File: src/rtl/gpio_pkg.sv
package gpio_pkg;
  typedef enum logic [2:0] {
    MODE_IN_PU   = 3'd0,
    MODE_IN_FLT  = 3'd1,
    MODE_IRQ_PU  = 3'd2,
    MODE_ANALOG  = 3'd3,
    MODE_OPEN_DR = 3'd4,
    MODE_PUSH_PL = 3'd5
  } pin_mode_e;

  localparam logic [1:0] ADDR_DATA = 2'd0;
  localparam logic [1:0] ADDR_DIR  = 2'd1;
  localparam logic [1:0] ADDR_OPT  = 2'd2;

  function automatic pin_mode_e decode_mode(input logic dir, input logic opt, input logic dat);
    if (dir) return opt ? MODE_PUSH_PL : MODE_OPEN_DR;
    case ({opt, dat})
      2'b00:   return MODE_IN_PU;
      2'b01:   return MODE_IN_FLT;
      2'b10:   return MODE_IRQ_PU;
      default: return MODE_ANALOG;
    endcase
  endfunction
endpackage

File: src/rtl/gpio_sync.sv
module gpio_sync #(
  parameter int W      = 8,
  parameter int STAGES = 2
) (
  input  logic         clk,
  input  logic         rst,
  input  logic [W-1:0] async_in,
  output logic [W-1:0] sync_out
);
  logic [W-1:0] chain [STAGES];

  always_ff @(posedge clk) begin
    if (rst) begin
      for (int s = 0; s < STAGES; s++) chain[s] <= '0;
    end else begin
      chain[0] <= async_in;
      for (int s = 1; s < STAGES; s++) chain[s] <= chain[s-1];
    end
  end

  assign sync_out = chain[STAGES-1];
endmodule

File: src/rtl/gpio_regfile.sv
module gpio_regfile #(
  parameter int W = 8
) (
  input  logic         clk,
  input  logic         rst,
  input  logic [1:0]   addr,
  input  logic         wr_en,
  input  logic [W-1:0] wr_data,
  input  logic [W-1:0] pin_sync,
  output logic [W-1:0] rd_data,
  output logic [W-1:0] dat_q,
  output logic [W-1:0] dir_q,
  output logic [W-1:0] opt_q
);
  import gpio_pkg::*;

  always_ff @(posedge clk) begin
    if (rst) begin
      dat_q <= '0;
      dir_q <= '0;
      opt_q <= '0;
    end else if (wr_en) begin
      case (addr)
        ADDR_DATA: dat_q <= wr_data;
        ADDR_DIR:  dir_q <= wr_data;
        ADDR_OPT:  opt_q <= wr_data;
        default:   ;
      endcase
    end
  end

  always_comb begin
    case (addr)
      ADDR_DATA: rd_data = (dir_q & dat_q) | (~dir_q & pin_sync);
      ADDR_DIR:  rd_data = dir_q;
      ADDR_OPT:  rd_data = opt_q;
      default:   rd_data = '0;
    endcase
  end
endmodule

File: src/rtl/gpio_bit_cell.sv
module gpio_bit_cell (
  input  logic dir,
  input  logic opt,
  input  logic dat,
  input  logic lvl,
  output logic oe,
  output logic drv,
  output logic pu,
  output logic ana,
  output logic irq_term
);
  import gpio_pkg::*;
  pin_mode_e mode;

  always_comb begin
    mode     = decode_mode(dir, opt, dat);
    oe       = 1'b0;
    drv      = 1'b0;
    pu       = 1'b0;
    ana      = 1'b0;
    irq_term = 1'b1;
    case (mode)
      MODE_IN_PU:   pu = 1'b1;
      MODE_IRQ_PU: begin
        pu       = 1'b1;
        irq_term = lvl;
      end
      MODE_ANALOG:  ana = 1'b1;
      MODE_OPEN_DR: oe = ~dat;
      MODE_PUSH_PL: begin
        oe  = 1'b1;
        drv = dat;
      end
      default: ;
    endcase
  end
endmodule

File: src/rtl/gpio_port.sv
module gpio_port #(
  parameter int W = 8
) (
  input  logic         clk,
  input  logic         rst,
  input  logic [1:0]   addr,
  input  logic         wr_en,
  input  logic [W-1:0] wr_data,
  output logic [W-1:0] rd_data,
  input  logic [W-1:0] pin_in,
  output logic [W-1:0] pin_oe,
  output logic [W-1:0] pin_out,
  output logic [W-1:0] pin_pu,
  output logic [W-1:0] ana_sel,
  output logic         irq_n,
  output logic         ana_conflict
);
  logic [W-1:0] pin_sync, dat_q, dir_q, opt_q;
  logic [W-1:0] oe_c, drv_c, pu_c, ana_c, irq_c;

  gpio_sync #(.W(W), .STAGES(2)) u_sync (
    .clk(clk), .rst(rst), .async_in(pin_in), .sync_out(pin_sync)
  );

  gpio_regfile #(.W(W)) u_regs (
    .clk(clk), .rst(rst), .addr(addr), .wr_en(wr_en), .wr_data(wr_data),
    .pin_sync(pin_sync), .rd_data(rd_data),
    .dat_q(dat_q), .dir_q(dir_q), .opt_q(opt_q)
  );

  for (genvar i = 0; i < W; i++) begin : g_cell
    gpio_bit_cell u_cell (
      .dir(dir_q[i]), .opt(opt_q[i]), .dat(dat_q[i]), .lvl(pin_sync[i]),
      .oe(oe_c[i]), .drv(drv_c[i]), .pu(pu_c[i]), .ana(ana_c[i]),
      .irq_term(irq_c[i])
    );
  end

  always_ff @(posedge clk) begin
    if (rst) begin
      pin_oe       <= '0;
      pin_out      <= '0;
      pin_pu       <= '1;
      ana_sel      <= '0;
      irq_n        <= 1'b1;
      ana_conflict <= 1'b0;
    end else begin
      pin_oe       <= oe_c;
      pin_out      <= drv_c;
      pin_pu       <= pu_c;
      ana_sel      <= ana_c;
      irq_n        <= &irq_c;
      ana_conflict <= |(ana_c & (ana_c - 1'b1));
    end
  end
endmodule

File: config.mk
export PLATFORM = sky130hd
export DESIGN_NAME = gpio_port
export DESIGN_NICKNAME = d
export VERILOG_FILES = /design/src/rtl/gpio_pkg.sv /design/src/rtl/gpio_sync.sv /design/src/rtl/gpio_regfile.sv /design/src/rtl/gpio_bit_cell.sv /design/src/rtl/gpio_port.sv
export SDC_FILE = /design/constraint.sdc
export NUM_CORES = 1
export LEC_CHECK = 0
export BUFFER_PORTS_ARGS = -buffer_cell sky130_fd_sc_hd__clkbuf_2
export CELL_PAD_IN_SITES_DETAIL_PLACEMENT = 0
export CELL_PAD_IN_SITES_GLOBAL_PLACEMENT = 1
export CORE_UTILIZATION = 36
export CTS_CLUSTER_DIAMETER = 50
export CTS_CLUSTER_SIZE = 8
export DETAILED_ROUTE_END_ITERATION = 8
export PLACE_DENSITY = 0.84
export SLEW_MARGIN = 20
export SYNTH_ARGS = -nofsm -noshare
export SYNTH_HDL_FRONTEND = slang
export SYNTH_SLANG_ARGS = --single-unit
export TNS_END_PERCENT = 100
File: constraint.sdc
create_clock -name clk -period 1.2 [get_ports clk]
set_input_delay 0.18 -clock clk [delete_from_list [all_inputs] [get_ports clk]]
set_output_delay 0.18 -clock clk [all_outputs]
set_load 0.05 [all_outputs]
After elaboration in Yosys (flattened, before gate mapping) --
Memories as Yosys holds them, arrays and structs flattened. Index checks and enable logic that the tools add are counted.
Storage, ports and cells: memories kept 1, bits in writable memories 16, flip-flop bits (word level) 58
Operators by class: multiplexer cells 78, reductions and logical operators 38, eq/ne operators 50, bitwise operators 23, $add $sub $neg 1
Memories:
- u_sync.chain | words 2, bits a word 8, read ports 2, clocked after memory_dff 0, wr ports 2, RTL line gpio_sync.sv:10 | logic [W-1:0] chain [STAGES];
Operator list (count):
- 3-bit by 2-bit equality test with 1-bit output (second input constant) | 16
- 3-bit equality test (second input constant) | 16
- 3-bit 2-to-1 mux | 16
- 2-bit case mux with 3 select lines | 8
- 1-bit 2-to-1 mux | 43
- 2-bit OR reduction | 16
- 8-bit bitwise AND | 3
- 3-bit logical NOT | 8
- 8-bit case mux with 3 select lines | 1
- 2-bit by 1-bit equality test with 1-bit output (second input constant) | 9
- 2-bit equality test (second input constant) | 9
- 2-bit logical NOT | 9
- 8-bit 2-to-1 mux | 2
- 1-bit inverter | 16
- 1-bit case mux with 2 select lines | 8
- 8-bit inverter | 1
- 8-bit bitwise OR | 1
- 8-bit AND reduction | 1
- 8-bit OR reduction | 1
- 8-bit by 1-bit subtractor with 8-bit output (second input constant) | 1
- 2-bit AND reduction | 3
- 1-bit bitwise OR | 2

Depth between registers and ports, before layout --
depth after elaboration 8, gate-level depth with buffers 6

By module --
Synthesis repeated with hierarchy kept, for this count alone.
Unflattened totals: cells, all modules 298, area, all modules 3084.2 um^2
By module, submodules not included:
- gpio_regfile | seq. area each 480.5 um^2, cells each 129, instances 1, area each 1282.5 um^2
- gpio_port | seq. area each 680.7 um^2, cells each 80, instances 1, area each 977.2 um^2
- gpio_sync | seq. area each 320.3 um^2, cells each 41, instances 1, area each 524.3 um^2
- gpio_bit_cell | seq. area each 0.0 um^2, cells each 6, instances 8, area each 37.5 um^2

Worst setup path after synthesis --
OpenSTA, ideal clock, no wires.
kind reg-to-output, from reg u_regs.dir_q[1], to out rd_data[1], setup slack -892 ps, buffers on the path 1, arrival 1912 ps, stages on the path, launching flop included 5, required time 1020 ps, cell sequence dfxtp_1 > clkbuf_1 > o21ai_0 > o31a_1 > o21ai_0
On the way: longest elaborated chain between the ends 4, elaborated cells on any way between the ends 5
Ends and longest elaborated chain:
- from (decl) | RTL line gpio_regfile.sv:12 | output logic [W-1:0] dir_q,
- from (signal assigned) | RTL line gpio_regfile.sv:25 | ADDR_DIR: dir_q <= wr_data;
- 8-bit inverter | RTL line gpio_regfile.sv:34 | ADDR_DATA: rd_data = (dir_q & dat_q) | (~dir_q & pin_sync);
- 8-bit bitwise AND | RTL line gpio_regfile.sv:34
- 8-bit bitwise OR | RTL line gpio_regfile.sv:34
- 8-bit case mux with 3 select lines (*) | RTL line gpio_regfile.sv:33 | case (addr)
- to (decl) | RTL line gpio_port.sv:9 | output logic [W-1:0] rd_data,
Every way passes the cells marked *; elsewhere a longest branch is shown, timed or not.

Final worst setup path --
from reg u_regs.dir_q[6], to out rd_data[6]
Same word-level chain as after synthesis.

==> impl_metrics.csv <==
group,metric,value,unit
placed_design,io_buffer_count,62,
global_route,grt-ovfl-total,0,
die,fp.dieArea,8080,um2
drt,antenna_left,0,
clocking,cts_buf_count,9,
yosys,netlist.area_leader.share,0.533,
placed_design,detailedPlacementHpwl,4660,um
sta,max_slew.worst_pin.slew,0.303,ns
clocking,insertion_delay,0.35,ns
setup_path,worstRegToRegCells,4,
die,initial_core_utilization,0.377,
yosys,synth_cells,281,
drt,drc,0,
sta,setup_ws,-0.357,ns
setup_path,worstSetupStartpoint,"u_regs.dir_q[6]",
clocking,tritoncts,"done",
drt,wl_per_cell,13.2,um
setup_path,setup.worst_path.class,"reg -> out",
drt,drt_iter0_markers,92,
sta,rsz0062_at_grt,"yes",
yosys,postSynthAreaPerCell,9.89,um2
sta,report.final.slew_viol_count,0,
clocking,cts.path.max_buffers,2,
drt,viasPerCell,4.81,
pwr,power_report.internal_total,4.16,mW
placed_design,gp_congestion,0.858,
outcome,failing_checks,"setup timing",
sta,finalSetupTns,-2.56,ns
final_layout,synthToLayoutAreaGrowth,44.7,%
die,row_count,31,
sta,timing.fmax,642,MHz
clocking,cts_hold_repair.buffers,0,
outcome,result_of_the_run,"finished with violations",
sta,final.min_clock_period,1.56,ns
setup_path,largest_driver_fanout_on_the_critical_path,6,
drt,vias,2341,
drt,firstDrtPassIters,4,
pwr,p_clk_frac,0.422,
setup_path,critical_path.reg2reg.startpoint,"u_regs.dir_q[1]",
yosys,post-synth-top-area-cell,"sky130_fd_sc_hd__dfxtp_1",
yosys,seq_area_frac_synth,0.533,
sta,report.final.hold_viol_count,0,
yosys,synthesized_net_count,302,
final_layout,design.final.nets,404,
setup_path,worst_ep_required_time,1.02,ns
setup_path,ff2ff_setup_slack,-0.06,ns
pwr,ir_worst_vdd,0.000601,V
pwr,power.density_cell_area,1350,nW/um2
pwr,p_seq_frac,0.475,
clocking,clock-root-buffer,"sky130_fd_sc_hd__clkbuf_8",
clocking,htree_levels,3,
clocking,clkSlewWorstSetupHoldPaths,0.08,ns
die,die_x,89.9,um
yosys,synth.distinct_cells,32,
min_path,hold_start,"pin_in[6]",
pwr,switching_power,1.27,mW
sta,setup_viol,9,
setup_path,worstSetupStartpointType,"register",
global_route,first_global_vias,2175,
yosys,synth_area_leaders,"sky130_fd_sc_hd__dfxtp_1 (53%), sky130_fd_sc_hd__mux2i_1 (5.8%), sky130_fd_sc_hd__nor2b_1 (5.2%)",
setup_path,cp_data_arrival_time,1.38,ns
setup_path,cp-end-kind,"output pin",
final_layout,diodes,0,
die,dieHeight,89.9,um
die,core_box_area,7370,um2
sta,final_min_period_over_clock_period,1.30,
final_layout,drive_gt1_frac,0.436,
global_route,initial_antenna_violation_count,0,
die,num_io_pins,63,
yosys,yosysWarnings,0,
min_path,whs_endpoint,"u_sync.chain[0][6]",
min_path,timing.hold.worst_path_depth,2,
pwr,combinationalPowerShare,0.102,
min_path,min_path_type,"in -> reg",
global_route,grt_first_pass_wirelength,10500,um
job,max_cap_violations,0,
drt,wirelength,6430,um
sta,max-slew-margin-rel,0.796,
pwr,power.leakage,1.79,nW
sta,timing.clock.skew,0.0110,ns
global_route,maximum_number_of_pins_on_one_net_before_global_route_repair,48,
pwr,switching_fraction_of_total_power,0.234,
final_layout,final_core_utilization,0.546,
global_route,groute.usage.overall,0.167,
yosys,post_synth_instance_area,2780,um2
clocking,tritoncts_num_sinks,74,
setup_path,timing.rr.end,"ana_conflict",
yosys,ff_latch_count_synth,74,
[metal layers]
metal  share of wire  vias up  global-route usage
met2            0.46       59               0.254
met1            0.47     1085               0.217
met3           0.042       15              0.0355
met5               0        -                   0
met4           0.031        0               0.102
li1                -     1182                   -
[how the worst max path moves through the flow]
stage | to | slack (ns) | cells past startpoint
floorplan | rd_data[1] | -0.03 | 3
global placement | irq_n | -0.12 | 5
detailed placement | irq_n | -0.13 | 5
CTS | rd_data[6] | -0.36 | 3
global route | rd_data[6] | -0.38 | 3
finish | rd_data[6] | -0.36 | 3
[logic make-up (layout without fill, tap and decap cells)]
logic type	after synthesis	count (layout)	synth area share
AOI/OAI and AO/OA	48	48	0.111
DFF	74	74	0.533
muxes	16	16	0.0576
buffers and inverters	28	135	0.0473
and+or+nand+nor	115	115	0.252
[worst max-delay path, stage by stage (launching register included)]
cell                      delay [ns]
sky130_fd_sc_hd__dfxtp_2        0.36
sky130_fd_sc_hd__o31a_1         0.34
sky130_fd_sc_hd__o21ai_4        0.18
sky130_fd_sc_hd__buf_12         0.16
[Yosys cell counts]
library cell               number
sky130_fd_sc_hd__nor2_1        26
sky130_fd_sc_hd__buf_4          4
sky130_fd_sc_hd__nor3_1         3
sky130_fd_sc_hd__nand3b_2       1
sky130_fd_sc_hd__a21oi_1       10
sky130_fd_sc_hd__nand2_2        2
sky130_fd_sc_hd__mux2i_1       16
sky130_fd_sc_hd__a22oi_1        1
sky130_fd_sc_hd__nor2b_1       23
sky130_fd_sc_hd__nand2_1       18
sky130_fd_sc_hd__nor4_1         5
sky130_fd_sc_hd__nor4b_1        6
sky130_fd_sc_hd__o22ai_1        2
sky130_fd_sc_hd__o21ai_1        2
sky130_fd_sc_hd__o31a_1         8
sky130_fd_sc_hd__nor4_4         1
sky130_fd_sc_hd__buf_2          9
sky130_fd_sc_hd__nand3b_1       4
sky130_fd_sc_hd__o21bai_1       8
sky130_fd_sc_hd__a21o_1         1
sky130_fd_sc_hd__and4b_1        6
sky130_fd_sc_hd__a221oi_2       1
sky130_fd_sc_hd__inv_1         10
sky130_fd_sc_hd__nor3b_1        6
sky130_fd_sc_hd__dfxtp_1       74
sky130_fd_sc_hd__nand3_1        8
sky130_fd_sc_hd__clkbuf_1       5
sky130_fd_sc_hd__nand3b_4       2
sky130_fd_sc_hd__nand2b_1       2
sky130_fd_sc_hd__o21ai_0       15
sky130_fd_sc_hd__nand4_1        1
sky130_fd_sc_hd__nor3b_2        1
[metrics by stage]
| step | hold slack (ns) | total power [mW] | instances | worst slack [ns] | cell area [um2] |
|---|---|---|---|---|---|
| floorplan | 0.308 | 2.96 | 281 | -0.0250 | 2900 |
| detailed placement | 0.397 | 3.18 | 470 | -0.128 | 3700 |
| CTS | 0.0251 | 5.49 | 487 | -0.364 | 3980 |
| global route | 0.0386 | 5.65 | 487 | -0.384 | 4020 |
| global placement | 0.389 | 3.17 | 470 | -0.117 | 3700 |
| finish | 0.0436 | 5.43 | 487 | -0.357 | 4020 |
[power groups by stage]
stage / combinational (mW) / sequential, mW / clock (mW)
2_1_floorplan: 0.271 / 2.69 / 0
3_3_place_gp: 0.542 / 2.63 / 0
3_5_place_dp: 0.550 / 2.63 / 0
4_1_cts: 0.555 / 2.58 / 2.35
5_1_grt: 0.595 / 2.59 / 2.46
6_report: 0.557 / 2.58 / 2.29
[timing repair]
item                                    in CTS  in global routing
endpoints found under the hold margin        0                  0
endpoints found under the setup margin      10                 10
resized for setup                           20                 13
setup buffers                                1                  1
pin swaps                                    5                  3
[placed cells by master (no fill, tap or decap), types with 10 or more instances in the layout]
cell type / n
sky130_fd_sc_hd__buf_4: 45
sky130_fd_sc_hd__dfxtp_1: 52
sky130_fd_sc_hd__mux2i_1: 16
sky130_fd_sc_hd__nand2_1: 18
sky130_fd_sc_hd__buf_12: 10
sky130_fd_sc_hd__nor2_1: 26
sky130_fd_sc_hd__dfxtp_2: 20
sky130_fd_sc_hd__nor2b_1: 23
sky130_fd_sc_hd__a21oi_1: 10
sky130_fd_sc_hd__clkbuf_2: 54
[sequential cells by signal, indices dropped and copies added (netlist names)]
signal / cells
pin_out: 8
ana_conflict: 1
u_regs.dir_q: 8
u_regs.opt_q: 8
irq_n: 1
u_sync.chain: 16
pin_pu: 8
ana_sel: 8
pin_oe: 8
u_regs.dat_q: 8
[final cells by class]
cell class	instances	area (um2)
Fill cell	676	3350
Multi-Input combinational cell	179	1300
Sequential cell	74	1510
Clock buffer	10	128
Tap cell	99	124
Clock inverter	6	114
Timing Repair Buffer	109	808
Inverter	10	37.5
(Power assumes the default switching activity.)
